[src/rtl/frac_pkg.sv]
package frac_pkg;

    localparam int N_W   = 8;
    localparam int S_W   = 4;
    localparam int F_W   = 5;
    localparam int MOD   = 18;
    localparam int PRESC = 8;
    localparam int NOFF  = 3;

    localparam int SI_W  = $clog2(PRESC);
    localparam int PH_W  = $clog2(MOD);
    localparam int SUM_W = PH_W + 1;
    localparam int DIV_MAX = PRESC * ((1 << N_W) - 1 + NOFF) + PRESC;
    localparam int DIV_W = $clog2(DIV_MAX + 1);

    typedef struct packed {
        logic [N_W-1:0]  n;
        logic [SI_W-1:0] s;
        logic [PH_W-1:0] f;
    } ratio_cfg_t;

    function automatic logic [SI_W-1:0] sat_swallow(input logic [S_W-1:0] s);
        if (s > S_W'(PRESC - 1)) return SI_W'(PRESC - 1);
        return s[SI_W-1:0];
    endfunction

    function automatic logic [PH_W-1:0] sat_frac(input logic [F_W-1:0] f);
        if (f > F_W'(MOD - 1)) return PH_W'(MOD - 1);
        return f[PH_W-1:0];
    endfunction

    function automatic logic [DIV_W-1:0] whole_ratio(input ratio_cfg_t c);
        return DIV_W'(PRESC * (int'(c.n) + NOFF) + int'(c.s));
    endfunction

endpackage

[src/rtl/frac_cfg_stage.sv]
module frac_cfg_stage
    import frac_pkg::*;
(
    input  logic             clk,
    input  logic             rst,
    input  logic             cfg_load,
    input  logic [N_W-1:0]   raw_n,
    input  logic [S_W-1:0]   raw_s,
    input  logic [F_W-1:0]   raw_f,
    input  logic             cyc_end,
    output ratio_cfg_t       active,
    output logic             act_clamp,
    output logic             swap
);
    ratio_cfg_t staged;
    logic       staged_clamp;
    logic       staged_v;

    assign swap = cyc_end && staged_v;

    always_ff @(posedge clk) begin
        if (rst) begin
            staged       <= '0;
            staged_clamp <= 1'b0;
            staged_v     <= 1'b0;
            active       <= '0;
            act_clamp    <= 1'b0;
        end else begin
            if (swap) begin
                active    <= staged;
                act_clamp <= staged_clamp;
            end
            if (cfg_load) begin
                staged.n     <= raw_n;
                staged.s     <= sat_swallow(raw_s);
                staged.f     <= sat_frac(raw_f);
                staged_clamp <= (raw_s > S_W'(PRESC - 1)) || (raw_f > F_W'(MOD - 1));
                staged_v     <= 1'b1;
            end else if (swap) begin
                staged_v     <= 1'b0;
            end
        end
    end

    // the active word set changes only right after a boundary swap
    assert_swap_at_boundary_R7: assert property (@(posedge clk) disable iff (rst)
        !$stable(active) |-> $past(swap));

    // the fraction that reaches the accumulator is always below the modulus
    assert_frac_in_range_R6: assert property (@(posedge clk) disable iff (rst)
        active.f < PH_W'(MOD));

endmodule

[src/rtl/frac_phase_acc.sv]
module frac_phase_acc
    import frac_pkg::*;
(
    input  logic             clk,
    input  logic             rst,
    input  logic             tick,
    input  logic [PH_W-1:0]  frac,
    input  logic             clr,
    output logic             carry_now,
    output logic             cyc_end
);
    logic [PH_W-1:0]  acc;
    logic [PH_W-1:0]  phase;
    logic [SUM_W-1:0] sum;
    logic [SUM_W-1:0] sum_wrapped;

    assign sum         = {1'b0, acc} + {1'b0, frac};
    assign carry_now   = tick && (sum >= SUM_W'(MOD));
    assign sum_wrapped = (sum >= SUM_W'(MOD)) ? (sum - SUM_W'(MOD)) : sum;
    assign cyc_end     = tick && (phase == PH_W'(MOD - 1));

    always_ff @(posedge clk) begin
        if (rst) begin
            acc   <= '0;
            phase <= '0;
        end else if (tick) begin
            phase <= cyc_end ? '0 : phase + 1'b1;
            acc   <= clr ? '0 : sum_wrapped[PH_W-1:0];
        end
    end

    // carries seen so far in the current accumulator cycle
    logic [PH_W-1:0] carry_seen;
    always_ff @(posedge clk) begin
        if (rst || cyc_end) carry_seen <= '0;
        else if (carry_now) carry_seen <= carry_seen + 1'b1;
    end

    // the wrapped accumulator never holds the modulus or more
    assert_acc_below_mod_R3: assert property (@(posedge clk) disable iff (rst)
        acc < PH_W'(MOD));

    // a full cycle carries exactly F times
    assert_cycle_carries_R4: assert property (@(posedge clk) disable iff (rst)
        cyc_end |-> (carry_seen + PH_W'(carry_now)) == frac);

endmodule

[src/rtl/frac_div_out.sv]
module frac_div_out
    import frac_pkg::*;
(
    input  logic              clk,
    input  logic              rst,
    input  logic              tick,
    input  logic              carry_now,
    input  ratio_cfg_t        active,
    output logic              div_vld,
    output logic [DIV_W-1:0]  div_val,
    output logic              mod_ctl
);
    always_ff @(posedge clk) begin
        if (rst) begin
            div_vld <= 1'b0;
            mod_ctl <= 1'b0;
            div_val <= whole_ratio('0);
        end else begin
            div_vld <= tick;
            mod_ctl <= carry_now;
            if (tick) div_val <= whole_ratio(active) + DIV_W'(carry_now);
        end
    end

    // a valid divide value only ever follows a tick
    assert_vld_after_tick_R2: assert property (@(posedge clk) disable iff (rst)
        div_vld |-> $past(tick));

    // modulus control is never raised outside a valid slot
    assert_mod_in_slot_R3: assert property (@(posedge clk) disable iff (rst)
        mod_ctl |-> div_vld);

endmodule

[src/rtl/frac_spur_calc.sv]
module frac_spur_calc
    import frac_pkg::*;
(
    input  logic [PH_W-1:0] frac,
    output logic            spur_on,
    output logic [PH_W-1:0] spur_lo,
    output logic [PH_W-1:0] spur_hi,
    output logic            spur_worst
);
    always_comb begin
        spur_on    = (frac != '0);
        spur_lo    = spur_on ? frac : '0;
        spur_hi    = spur_on ? (PH_W'(MOD) - frac) : '0;
        spur_worst = (frac == PH_W'(1)) || (frac == PH_W'(MOD - 1));
    end
endmodule

[src/rtl/frac_div_sequencer.sv]
module frac_div_sequencer
    import frac_pkg::*;
(
    input  logic              clk,
    input  logic              rst,
    input  logic              ref_tick,
    input  logic              cfg_load,
    input  logic [N_W-1:0]    cfg_n,
    input  logic [S_W-1:0]    cfg_s,
    input  logic [F_W-1:0]    cfg_f,
    output logic              div_vld,
    output logic [DIV_W-1:0]  div_val,
    output logic              mod_ctl,
    output logic              cfg_clamp,
    output logic              spur_on,
    output logic [PH_W-1:0]   spur_lo,
    output logic [PH_W-1:0]   spur_hi,
    output logic              spur_worst
);
    ratio_cfg_t active;
    logic       swap;
    logic       cyc_end;
    logic       carry_now;

    frac_cfg_stage u_cfg (
        .clk       (clk),
        .rst       (rst),
        .cfg_load  (cfg_load),
        .raw_n     (cfg_n),
        .raw_s     (cfg_s),
        .raw_f     (cfg_f),
        .cyc_end   (cyc_end),
        .active    (active),
        .act_clamp (cfg_clamp),
        .swap      (swap)
    );

    frac_phase_acc u_acc (
        .clk       (clk),
        .rst       (rst),
        .tick      (ref_tick),
        .frac      (active.f),
        .clr       (swap),
        .carry_now (carry_now),
        .cyc_end   (cyc_end)
    );

    frac_div_out u_out (
        .clk       (clk),
        .rst       (rst),
        .tick      (ref_tick),
        .carry_now (carry_now),
        .active    (active),
        .div_vld   (div_vld),
        .div_val   (div_val),
        .mod_ctl   (mod_ctl)
    );

    frac_spur_calc u_spur (
        .frac       (active.f),
        .spur_on    (spur_on),
        .spur_lo    (spur_lo),
        .spur_hi    (spur_hi),
        .spur_worst (spur_worst)
    );

    // the one-step spur case always implies spurs are present
    assert_worst_has_spur_R9: assert property (@(posedge clk) disable iff (rst)
        spur_worst |-> spur_on);

endmodule

[config.mk]
export PLATFORM = sky130hd
export DESIGN_NAME = frac_div_sequencer
export DESIGN_NICKNAME = d
export VERILOG_FILES = /design/src/rtl/frac_pkg.sv /design/src/rtl/frac_cfg_stage.sv /design/src/rtl/frac_phase_acc.sv /design/src/rtl/frac_div_out.sv /design/src/rtl/frac_spur_calc.sv /design/src/rtl/frac_div_sequencer.sv
export SDC_FILE = /design/constraint.sdc
export NUM_CORES = 1
export LEC_CHECK = 0
export ABC_AREA = 1
export BUFFER_PORTS_ARGS = -buffer_cell sky130_fd_sc_hd__buf_2
export CORE_ASPECT_RATIO = 1.1
export CORE_MARGIN = 2
export CORE_UTILIZATION = 25
export CTS_CLUSTER_SIZE = 28
export DETAILED_ROUTE_END_ITERATION = 6
export GPL_TIMING_DRIVEN = 1
export SYNTH_ARGS = -nofsm -noshare
export SYNTH_HDL_FRONTEND = slang
export SYNTH_SLANG_ARGS = --single-unit
[constraint.sdc]
create_clock -name clk -period 4 [get_ports clk]
set_input_delay 0.2 -clock clk [delete_from_list [all_inputs] [get_ports clk]]
set_output_delay 0.2 -clock clk [all_outputs]
set_load 0.02 [all_outputs]
==> impl_results.md, run 1 <==
* Setup TNS at 0 ns
* CP Launch Point: u_cfg.active[0]$_SDFFE_PP0P_
* Worst EP required at approximately 4.2 ns
* Worst path slowest cell: dfxtp_1
* MaxCap Viol Count at 0
* Startpoint Class: flip-flop
* Fin crit period at roughly 3.3 ns
* Final #Nets at about 500
* H-tree Lvls at 3
* DRC at 0
* Cts bufs inserted at 9
* CP cell instances: ha_1 > inv_1 > fa_1 > nand3b_1 > nand2_1 > nand2_1 > nand2_1 > nand2_2 > nand2_1 > inv_1 > nor2_1 > ha_1 > ha_1 > nand2_1 > nor2_1 > nand2_1 > nor2_2 > nand2_2 > nor2_4 > xor2_1 > nand2_1 > nand2_1 > inv_1
* Yosys cell types at 31
* CTS Root Cell: clkbuf_16
* Clock Tree Buf Depth at 2
* Dpl ws at between 0.7 and 0.8 ns
* CP Depth at 23
* Area grow syn2layout at 22.10%
* Initial Util at about a quarter
* Hpwl dp at 4.797 mm
* Lkg Pwr at around 1.7 nW
* First-pass GRT wire length at around 11 mm
* GRT overflow at 0
* Initial antenna violation count at 0
* Worst-Margin Slew at 0.8655 ns
* Worst-path clk slew at 0.06 ns
* Crit path capture: u_out.div_val[8]$_SDFFE_PP0P_
* Antenna Cells at 0
* Post-Syn Area per Cell at about 7.2 µm²
* WS Path Type: reg2reg
* Setup Fix Bufs, Post-CTS at 0
* R2r endpoint: u_out.div_val[8]$_SDFFE_PP0P_
* Global placer's final weighted congestion at ~0.76
* Critical Path End Type: flip-flop
* PwrDens at about 410 mW/mm²
* Peak Freq at 304.5 MHz
* Hold_buf cts at 0
* Seq cells post-synth at 59
* Delay-heaviest family, CP: simple AND/OR/NAND/NOR gates
* Post-Synthesis Net Count at ~450
* Synth warn at 0
* Buffers added on ports at 47
* Row cnt at 41
* Largest net degree at the start of global routing at 37
* Final worst setup slack at 0.7164 ns
* RSZ-0062 raised after global routing: false
* Clock sinks at a little under 60
* Post-synthesis sequential area ratio at about 40%
* Hold_ws at between 0.09 and 0.1 ns
* Fillers at around 1300
* Ratio of cells with drive above 1 in the final layout at ~18%
* Mapped cell area at between 0.002 and 0.003 mm²
* Die X at ~110 µm
* Most common cell on crit path: nand2_1
* CTS tree: built
* RR Startpoint: u_cfg.active[0]$_SDFFE_PP0P_
* Vias in the first global route at roughly 2500
* First-pass DRT Iterations at 5
* Clock Skews at ~0.0077 ns
* Total GRT Usage at a little over a tenth
* Status: completed
* Die area at around 0.013 mm²
* Worst EP arrival at ~3.5 ns
* Die Y at between 100 and 150 µm
* Rel. slew slack at 42.24%
* Post-route ant nets at 0
* Post-detailed-routing wire length at roughly 6.5 mm
* Worst skew pair latency at 0.33 ns
* Slew Viols, Final at 0
* Ports at 48
* Worst reg2reg path depth at 23
* Iter 0 DRT Violations at 150
* Drt via density at 4.303
* CP max stage delay at ~0.42 ns
* Worst Path Max Fanout at 6
* Mapped Cells at between 400 and 500
* Fin crit share at between 80% and 90%
* Power consumption at around 1.5 mW
* Placeable Area at roughly 0.011 mm²
* Worst VDD drop at 0.2018 mV
* Drt wl/cell at approximately 11 µm
* Cts repair resizes at 0
* Via count at approximately 2600
* Setup slack, reg-to-reg at 0.72 ns
* WP buf/inv at 3
* Final setup fails at 0
* Final count of hold timing violations at 0
* Worst Hold Class: in2reg
-- cell usage after synthesis (all sizes together) --
| library cell | number | share of area (%) |
|---|---|---|
| a211oi | 1 | 0.25 |
| a21oi | 32 | 5.4 |
| and3b | 1 | 0.30 |
| buf | 4 | 0.76 |
| clkbuf | 15 | 1.9 |
| clkinv | 1 | 0.13 |
| dfxtp | 59 | 40 |
| fa | 1 | 0.68 |
| ha | 15 | 6.4 |
| inv | 49 | 6.2 |
| nand2 | 58 | 7.8 |
| nand3 | 26 | 4.4 |
| nand3b | 1 | 0.25 |
| nand4 | 2 | 0.42 |
| nor2 | 76 | 10 |
| nor3 | 6 | 1.0 |
| o211ai | 1 | 0.25 |
| o21ai | 45 | 8.0 |
| o21bai | 2 | 0.51 |
| o31ai | 2 | 0.51 |
| or2 | 3 | 0.64 |
| xnor2 | 2 | 0.59 |
| xor2 | 10 | 3.5 |
-- cell type report --
| cell class | count | area, µm² | share of cell area [%] |
|---|---|---|---|
| Sequential cell | 59 | 1181 | 32.73 |
| Inverter | 50 | 187.7 | 5.201 |
| Tap cell | 150 | 187.7 | 5.201 |
| Clock inverter | 7 | 76.32 | 2.115 |
| Timing Repair Buffer | 48 | 242.7 | 6.727 |
| Clock buffer | 9 | 225.2 | 6.241 |
| Multi-Input combinational cell | 284 | 1508 | 41.78 |
-- layout by cell type, fill, tap and decap left out, types with 2 or more instances in the layout --
master | synthesis | layout
ha_1 | 15 | 15
inv_2 | 3 | 3
a21oi_1 | 32 | 32
o31ai_1 | 2 | 2
o21bai_1 | 2 | 2
buf_2 | 3 | 47
o21ai_0 | 42 | 42
nand2_1 | 53 | 53
clkinv_4 | 0 | 2
nand3_1 | 26 | 26
clkinvlp_4 | 0 | 2
nor3_1 | 6 | 6
xor2_2 | 2 | 2
dfxtp_1 | 59 | 59
nand4_1 | 2 | 2
xnor2_1 | 2 | 2
xor2_1 | 8 | 8
inv_1 | 46 | 46
or2_2 | 3 | 3
nand2_2 | 5 | 5
o21ai_1 | 2 | 2
nor2_1 | 72 | 72
nor2_2 | 3 | 3
clkbuf_16 | 0 | 9
-- metal layers --
metal  vias to the layer above  part of all wire (%)  GRT usage [%]
met1                      1152                    51          13.80
met5                         -                     0              0
met4                         0                   1.5          3.846
li1                       1396                     -              -
met3                        12                   4.1          2.935
met2                        52                    43          16.75
-- cell families after synthesis --
kind of cell    synth area share, %
simple gates                  24.98
compound gates                14.94
buf+inv                       9.018
flops                         39.97
fa+ha+maj                     7.028
xor+xnor                      4.065
-- worst min-delay path by stage --
stage | start | endpoint | slack (ns) | cells past startpoint
floorplan | cfg_s[0] | u_cfg.staged[5]$_SDFFE_PP0P_ | 0.32 | 2
global placement | cfg_s[0] | u_cfg.staged[5]$_SDFFE_PP0P_ | 0.42 | 3
detailed placement | cfg_n[3] | u_cfg.staged[11]$_SDFFE_PP0P_ | 0.43 | 3
CTS | cfg_s[0] | u_cfg.staged[5]$_SDFFE_PP0P_ | 0.09 | 3
global route | cfg_s[0] | u_cfg.staged[5]$_SDFFE_PP0P_ | 0.09 | 3
finish | cfg_s[0] | u_cfg.staged[5]$_SDFFE_PP0P_ | 0.09 | 3
-- state kept, by name, summed over array words and instances, names as in the netlist --
| name | flops |
|---|---|
| u_out.mod_ctl | 1 |
| u_cfg.staged_v | 1 |
| u_out.div_vld | 1 |
| u_cfg.active | 16 |
| u_out.div_val | 12 |
| u_cfg.staged_clamp | 1 |
| u_cfg.staged | 16 |
| u_acc.acc | 5 |
| u_acc.phase | 5 |
| u_cfg.act_clamp | 1 |
-- worst min-delay path, cell delays in order --
cell    delay [ns]
buf_2         0.08
nor3_1        0.04
nor2_1        0.07
-- power by group --
part	total (mW)	switching [mW]	internal (mW)
Combinational	0.0842	0.0547	0.0295
Sequential	0.619	0.0102	0.609
Clock	0.760	0.276	0.484
-- metrics by stage --
| stage | instances | utilization (%) | cell area (µm²) |
|---|---|---|---|
| detailed placement | 591 | 28.78 | 3307 |
| finish | 607 | 31.40 | 3608 |
| global placement | 591 | 28.78 | 3307 |
| CTS | 607 | 31.40 | 3608 |
| global route | 607 | 31.40 | 3608 |
| floorplan | 412 | - | 2955 |
Note: power is estimated with default switching activity, not from simulation.
==> run 2, diff against run 1 <==
==> constraint.sdc (replaced) <==
create_clock -name clk -period 2.7 [get_ports clk]
set_input_delay 0.135 -clock clk [delete_from_list [all_inputs] [get_ports clk]]
set_output_delay 0.135 -clock clk [all_outputs]
set_load 0.02 [all_outputs]
==> run 2 against run 1 <==
  * Routed wire length is 4.6% higher
  * Final area increased by 7.7%
  * Largest power group unchanged
  * First-iteration DRC count decreased by 35%
  * Clock power grew 51%
  * Worst hold slack got worse by 0.068 ns
  * Die area did not move
  * Total power up 50%
  * Clock skew is 0.0028 ns lower
  * The flow now finishes with violations (negative setup slack)
  * Sequential share of layout area is 2.2 points lower
  * Combinational power increased by 51%
  * Via count is 3.8% higher
==> impl_results.md, run 2 (synthesized netlist as in run 1, its figures left out) <==
* Status: finished with violations
* Failing checks: negative setup slack
* Worst EP arrival at 2.99 ns (-0.52 ns)
* Most common cell on crit path: nand2_2
* Clock Tree Buf Depth at 2 (unchanged)
* Setup TNS at -0.1225 ns (-0.1225 ns)
* Die area at 0.01271 mm² (unchanged)
* Final count of hold timing violations at 0 (unchanged)
* Iter 0 DRT Violations at 98 (-35%)
* Rel. slew slack at 45.32% (+3.1 points)
* Antenna Cells at 0 (unchanged)
* H-tree Lvls at 3 (unchanged)
* WS Path Type: reg2reg
* Initial antenna violation count at 0 (unchanged)
* Worst skew pair latency at 0.32 ns (about the same)
* Area grow syn2layout at 31.54%
* Final worst setup slack at -0.07304 ns (-0.7895 ns)
* Worst VDD drop at 0.2708 mV (+34%)
* Worst-Margin Slew at 0.8193 ns (-0.04621 ns)
* Fillers at 1264 (-0.55%)
* First-pass DRT Iterations at 4 (-1)
* Final #Nets at 515 (+5.3%)
* MaxCap Viol Count at 0 (unchanged)
* Switching Share at 21.20% (-2.1 points)
* Global placer's final weighted congestion at 0.8064 (+6.5%)
* Startpoint Class: flip-flop
* Slew Viols, Final at 0 (unchanged)
* Hpwl dp at 5.077 mm (+5.8%)
* DRC at 0 (unchanged)
* Commonest non-fill, non-tap cells in the layout: 70 x nor2_1, 57 x dfxtp_1, 48 x nand2_1, 47 x buf_2, 43 x inv_1
* Drt wl/cell at 10.80 µm (+0.42%)
* Peak Freq at 360.6 MHz (+18%)
* Hold_buf cts at 0 (unchanged)
* Ratio of cells with drive above 1 in the final layout at 25.52% (+7.6 points)
* Drt via density at 4.288 (-0.35%)
* Initial Util at 25.72% (unchanged)
* GRT overflow at 0 (unchanged)
* First-pass GRT wire length at 11.96 mm (+8.5%)
* Largest net degree at the start of global routing at 37 (unchanged)
* Design Area, Final at 0.003887 mm² (+7.7%)
* Fin crit share at 102.7% (+21 points)
* Placeable Area at 0.01149 mm² (unchanged)
* Post-detailed-routing wire length at 6.823 mm (+4.6%)
* Hold_ws at 0.02652 ns (-0.06782 ns)
* Pint at 1.730 mW (+54%)
* Critical Path End Type: flip-flop
* Worst-path clk slew at 0.05 ns (about the same)
* Clock sinks at 59 (unchanged)
* Register area at 0.001186 mm² (+0.42%)
* Worst path slowest cell: dfxtp_4
* Total GRT Usage at 11.44% (+0.82 points)
* PwrDens at 564.8 mW/mm² (+39%)
* Logic pwr share at 5.8% (about the same)
* Ports at 48 (unchanged)
* Share of power burned in registers at 41.8% (-0.5 points)
* Post-route ant nets at 0 (unchanged)
* Dpl ws at -0.2058 ns (-0.9183 ns)
* Final setup fails at 4 (+4)
* Via count at 2710 (+3.8%)
* Worst Path Max Fanout at 3 (-3)
* Clk network pwr share at 52.4% (+0.5 points)
* Core Util, Final at 33.83% (+2.4 points)
* Worst EP required at 2.92 ns (-1.31 ns)
* Buffers added on ports at 47 (unchanged)
* Setup slack, reg-to-reg at -0.07 ns (-0.79 ns)
* CTS tree: built
* CP cell instances: ha_4 > inv_2 > fa_2 > nand3b_1 > nand2_1 > nand2_2 > nand2_2 > nand2_2 > nand2_2 > inv_2 > nor2_2 > ha_2 > ha_4 > nand2_4 > nor2_4 > nand2_2 > nor2_4 > nand2_2 > nor2_4 > xor2_1 > nand2_1 > nand2_1 > inv_1
* Vias in the first global route at 2743 (+10%)
* CP max stage delay at 0.35 ns (-0.07 ns)
* Placed Area at 0.003493 mm² (+5.6%)
* Clock Skews at 0.004903 ns (-0.002759 ns)
* Row cnt at 41 (unchanged)
* Die X at 107.7 µm (unchanged)
* Die Y at 118.0 µm (unchanged)
* Largest regs: u_cfg.active (16), u_cfg.staged (16), u_out.div_val (12)
* Fin crit period at 2.773 ns (-0.5105 ns)
* Area of the multi-input gates at 0.001583 mm² (+5.0%)
* CTS Root Cell: clkbuf_16
* Switching pwr at 0.4655 mW (+37%)
* Most common library cell in the layout ignoring fill and taps: nor2_1
* RSZ-0062 raised after global routing: true
* Lkg Pwr at 1.834 nW (+8.8%)
* Worst Hold Class: in2reg
* Cts bufs inserted at 9 (unchanged)
==> run 2: changes by cell type in the layout (fill, tap and decap cells not counted), sizes merged <==
| cell | change |
|---|---|
| clkbuf | +4 |
| clkinv | -2 |
| clkinvlp | -2 |
| buf | +26 |
| inv | -1 |
==> run 2: worst paths after layout <==
path                                                   start                            end  cells past startpoint
worst max-delay path            u_cfg.active[0]$_SDFFE_PP0P_  u_out.div_val[8]$_SDFFE_PP0P_                     23
worst min-delay path                                cfg_s[0]   u_cfg.staged[5]$_SDFFE_PP0P_                      3
worst min register to register     u_acc.acc[2]$_SDFFE_PP0P_      u_acc.acc[2]$_SDFFE_PP0P_                      2
worst max register to register  u_cfg.active[0]$_SDFFE_PP0P_  u_out.div_val[8]$_SDFFE_PP0P_                     23
==> run 2: through the flow <==
| stage | cells | power (mW) |
|---|---|---|
| CTS | 631 | 2.218 |
| global placement | 611 | 1.060 |
| detailed placement | 611 | 1.064 |
| finish | 632 | 2.196 |
| floorplan | 412 | 1.015 |
| global route | 632 | 2.278 |
==> run 2: power groups by stage <==
stage          sequential (mW)  clock [mW]  combinational, mW
2_1_floorplan            0.943           0             0.0719
3_3_place_gp             0.935           0              0.126
3_5_place_dp             0.936           0              0.128
4_1_cts                  0.918        1.17              0.129
5_1_grt                  0.921        1.21              0.146
6_report                 0.918        1.15              0.127
==> run 2: cell type report <==
class	count	share of cell area [%]
Clock buffer	13	6.952
Clock inverter	2	0.9012
Inverter	50	4.828
Multi-Input combinational cell	284	40.71
Sequential cell	59	30.51
Tap cell	150	4.828
Timing Repair Buffer	74	11.26
==> run 2: per-layer routing <==
| metal | GRT usage [%] | vias up | wire length (µm) |
|---|---|---|---|
| met5 | 0 | - | 0 |
| met4 | 5.689 | 0 | 167 |
| met3 | 2.215 | 12 | 228 |
| met2 | 18.24 | 48 | 3142 |
| met1 | 14.60 | 1201 | 3284 |
| li1 | - | 1449 | - |
==> run 2: worst max-delay path: cells and delay by family, from the launching register on <==
kind,cells,cell delay [ns]
AND/OR/NAND/NOR,15,1.23
adder cells (fa/ha/maj),4,0.82
flip-flops,1,0.35
XOR/XNOR,1,0.15
buffers and inverters,3,0.10
==> run 2: timing repair <==
item / in CTS / in global routing
endpoints found under the setup margin: 7 / 7
buffers inserted: 5 / 1
pin swaps: 8 / 4
gates resized for setup: 7 / 6
==> run 3, diff against run 2 <==
==> constraint.sdc (replaced) <==
create_clock -name clk -period 3 [get_ports clk]
set_input_delay 0.15 -clock clk [delete_from_list [all_inputs] [get_ports clk]]
set_output_delay 0.15 -clock clk [all_outputs]
set_load 0.02 [all_outputs]
==> run 3 against run 2 <==
  * The flow now finishes without violations
  * Clock power down 17%
  * Clock skew up 0.00094 ns
  * Via count decreased by 1.7%
  * Maximum frequency down 7.1%
  * Non-clock buffer count is 14 lower
  * Critical path depth did not move
  * Flip-flop and latch count unchanged
  * Largest power group unchanged
  * Setup slack improved by 0.088 ns
  * First-iteration DRC count up 41%
==> impl_results.md, run 3 (synthesized netlist as in run 1, its figures left out) <==
* Status: completed
* Rel. slew slack at 42.65% (-2.7 points)
* Vias in the first global route at 2491 (-9.2%)
* Critical Path End Type: flip-flop
* Final worst setup slack at 0.01477 ns (+0.08782 ns)
* Slew Viols, Final at 0 (unchanged)
* Largest regs: u_cfg.active (16), u_cfg.staged (16), u_out.div_val (12)
* Switching Share at 24.15% (+2.9 points)
* DRC at 0 (unchanged)
* Worst-path clk slew at 0.06 ns (about the same)
* Startpoint Class: flip-flop
* Buffers added on ports at 47 (unchanged)
* Die area at 0.01271 mm² (unchanged)
* Pint at 1.440 mW (-17%)
* Worst Path Max Fanout at 3 (unchanged)
* Worst Hold Class: in2reg
* Antenna Cells at 0 (unchanged)
* Global placer's final weighted congestion at 0.8532 (+5.8%)
* CTS tree: built
* H-tree Lvls at 3 (unchanged)
* RSZ-0062 raised after global routing: true
* Fin crit share at 99.51% (-3.2 points)
* MaxCap Viol Count at 0 (unchanged)
* Hpwl dp at 4.753 mm (-6.4%)
* Ports at 48 (unchanged)
* Clock Tree Buf Depth at 2 (unchanged)
* Die X at 107.7 µm (unchanged)
* Drt via density at 4.304 (+0.37%)
* Worst VDD drop at 0.2647 mV (-2.3%)
* Post-route ant nets at 0 (unchanged)
* Placeable Area at 0.01149 mm² (unchanged)
* Final count of hold timing violations at 0 (unchanged)
* Placed Area at 0.003382 mm² (-3.2%)
* Design Area, Final at 0.003732 mm² (-4.0%)
* Worst EP arrival at 3.21 ns (+0.22 ns)
* Via count at 2664 (-1.7%)
* Setup slack, reg-to-reg at 0.01 ns (+0.09 ns)
* Largest net degree at the start of global routing at 37 (unchanged)
* PwrDens at 508.7 mW/mm² (-9.9%)
* Switching pwr at 0.4586 mW (-1.5%)
* Area grow syn2layout at 26.29%
* Worst EP required at 3.22 ns (+0.30 ns)
* Cts bufs inserted at 9 (unchanged)
* Dpl ws at -0.04207 ns (+0.1638 ns)
* Row cnt at 41 (unchanged)
* Post-detailed-routing wire length at 6.629 mm (-2.8%)
* Commonest non-fill, non-tap cells in the layout: 70 x nor2_1, 57 x dfxtp_1, 49 x nand2_1, 47 x buf_2, 44 x inv_1
* Peak Freq at 335.0 MHz (-7.1%)
* First-pass GRT wire length at 11.05 mm (-7.7%)
* Most common library cell in the layout ignoring fill and taps: nor2_1
* Share of power burned in registers at 43.5% (+1.7 points)
* Iter 0 DRT Violations at 138 (+41%)
* Die Y at 118.0 µm (unchanged)
* Clock sinks at 59 (unchanged)
* GRT overflow at 0 (unchanged)
* Worst-Margin Slew at 0.8593 ns (+0.04003 ns)
* First-pass DRT Iterations at 4 (unchanged)
* Initial Util at 25.72% (unchanged)
* Fin crit period at 2.985 ns (+0.2122 ns)
* Logic pwr share at 6.0% (+0.2 points)
* Worst skew pair latency at 0.32 ns (about the same)
* CTS Root Cell: clkbuf_16
* Drt wl/cell at 10.71 µm (-0.80%)
* Total GRT Usage at 10.68% (-0.76 points)
* Power consumption at 1.899 mW (-14%)
* Final #Nets at 501 (-2.7%)
* Ratio of cells with drive above 1 in the final layout at 23.03% (-2.5 points)
* Lkg Pwr at 1.727 nW (-5.8%)
* WS Path Type: reg2reg
* Clk network pwr share at 50.5% (-1.9 points)
* Final setup fails at 0 (-4)
* Clock Skews at 0.005847 ns (+0.0009444 ns)
* Hold_ws at 0.04309 ns (+0.01657 ns)
* Initial antenna violation count at 0 (unchanged)
-- run 3: cell count changes in the layout (fill, tap and decap cells not counted), moves of 2 or more --
| cell | change |
|---|---|
| buf_4 | -14 |
| clkinvlp_4 | +3 |
| clkbuf_8 | -2 |
| inv_6 | +2 |
| nor2_2 | +2 |
| nor2_4 | -2 |
-- run 3: power groups by stage --
stage	clock network, mW	registers, mW	logic (mW)
4_1_cts	0.982	0.826	0.115
5_1_grt	1.01	0.829	0.132
3_3_place_gp	0	0.842	0.114
3_5_place_dp	0	0.843	0.114
6_report	0.959	0.826	0.113
2_1_floorplan	0	0.850	0.0647
-- run 3: area by class of cell --
| type | instances | area [µm²] |
|---|---|---|
| Clock buffer | 10 | 239.0 |
| Sequential cell | 59 | 1184 |
| Fill cell | 1265 | 7759 |
| Tap cell | 150 | 187.7 |
| Inverter | 50 | 187.7 |
| Multi-Input combinational cell | 284 | 1553 |
| Timing Repair Buffer | 60 | 332.8 |
| Clock inverter | 6 | 48.80 |
-- run 3: path summary, 6_finish.rpt --
path / cells past startpoint / from / endpoint
setup / recovery: 23 / u_acc.acc[0]$_SDFFE_PP0P_ / u_out.div_val[8]$_SDFFE_PP0P_
hold / removal: 3 / cfg_s[0] / u_cfg.staged[5]$_SDFFE_PP0P_
setup reg to reg: 23 / u_acc.acc[0]$_SDFFE_PP0P_ / u_out.div_val[8]$_SDFFE_PP0P_
hold reg to reg: 2 / u_cfg.staged_v$_SDFFE_PP0P_ / u_cfg.staged_v$_SDFFE_PP0P_
-- run 3: per-layer routing --
metal  global-route usage, %  routed length [µm]  vias up
met5                       0                   0        -
met4                   5.609                 123        0
met3                   2.049                 179        9
met2                   16.04                2910       42
met1                   14.36                3416     1187
li1                        -                   -     1426
-- run 3: timing repair --
item	4_1_cts	5_1_grt
pin swaps	1	11
hold buffers	0	0
resized for setup	2	15
setup buffers	0	2
setup endpoints to repair	2	6
-- run 3: worst max-delay path: stages (launching register included) --
cell and delay, ns:
dfxtp_2 0.35, ha_4 0.14, inv_2 0.03, fa_2 0.36
nand3b_1 0.19, nand2_1 0.10, nand2_2 0.07, nand2_2 0.08
nand2_2 0.06, nand2_2 0.08, inv_2 0.05, nor2_2 0.10
ha_2 0.21, ha_4 0.14, nand2_2 0.05, nor2_2 0.12
nand2_1 0.09, nor2_2 0.14, nand2_2 0.08, nor2_4 0.13
xor2_1 0.16, nand2_1 0.07, nand2_1 0.05, inv_1 0.03
-- run 3: metrics by stage --
stage                     TNS [ns]  cells  util (%)
after floorplan                  0    412         -
after global placement           0    601     29.43
after detailed placement  -0.04207    601     29.43
after CTS                        0    617     31.98
after global routing       -0.5236    619     32.48
final                            0    619     32.48
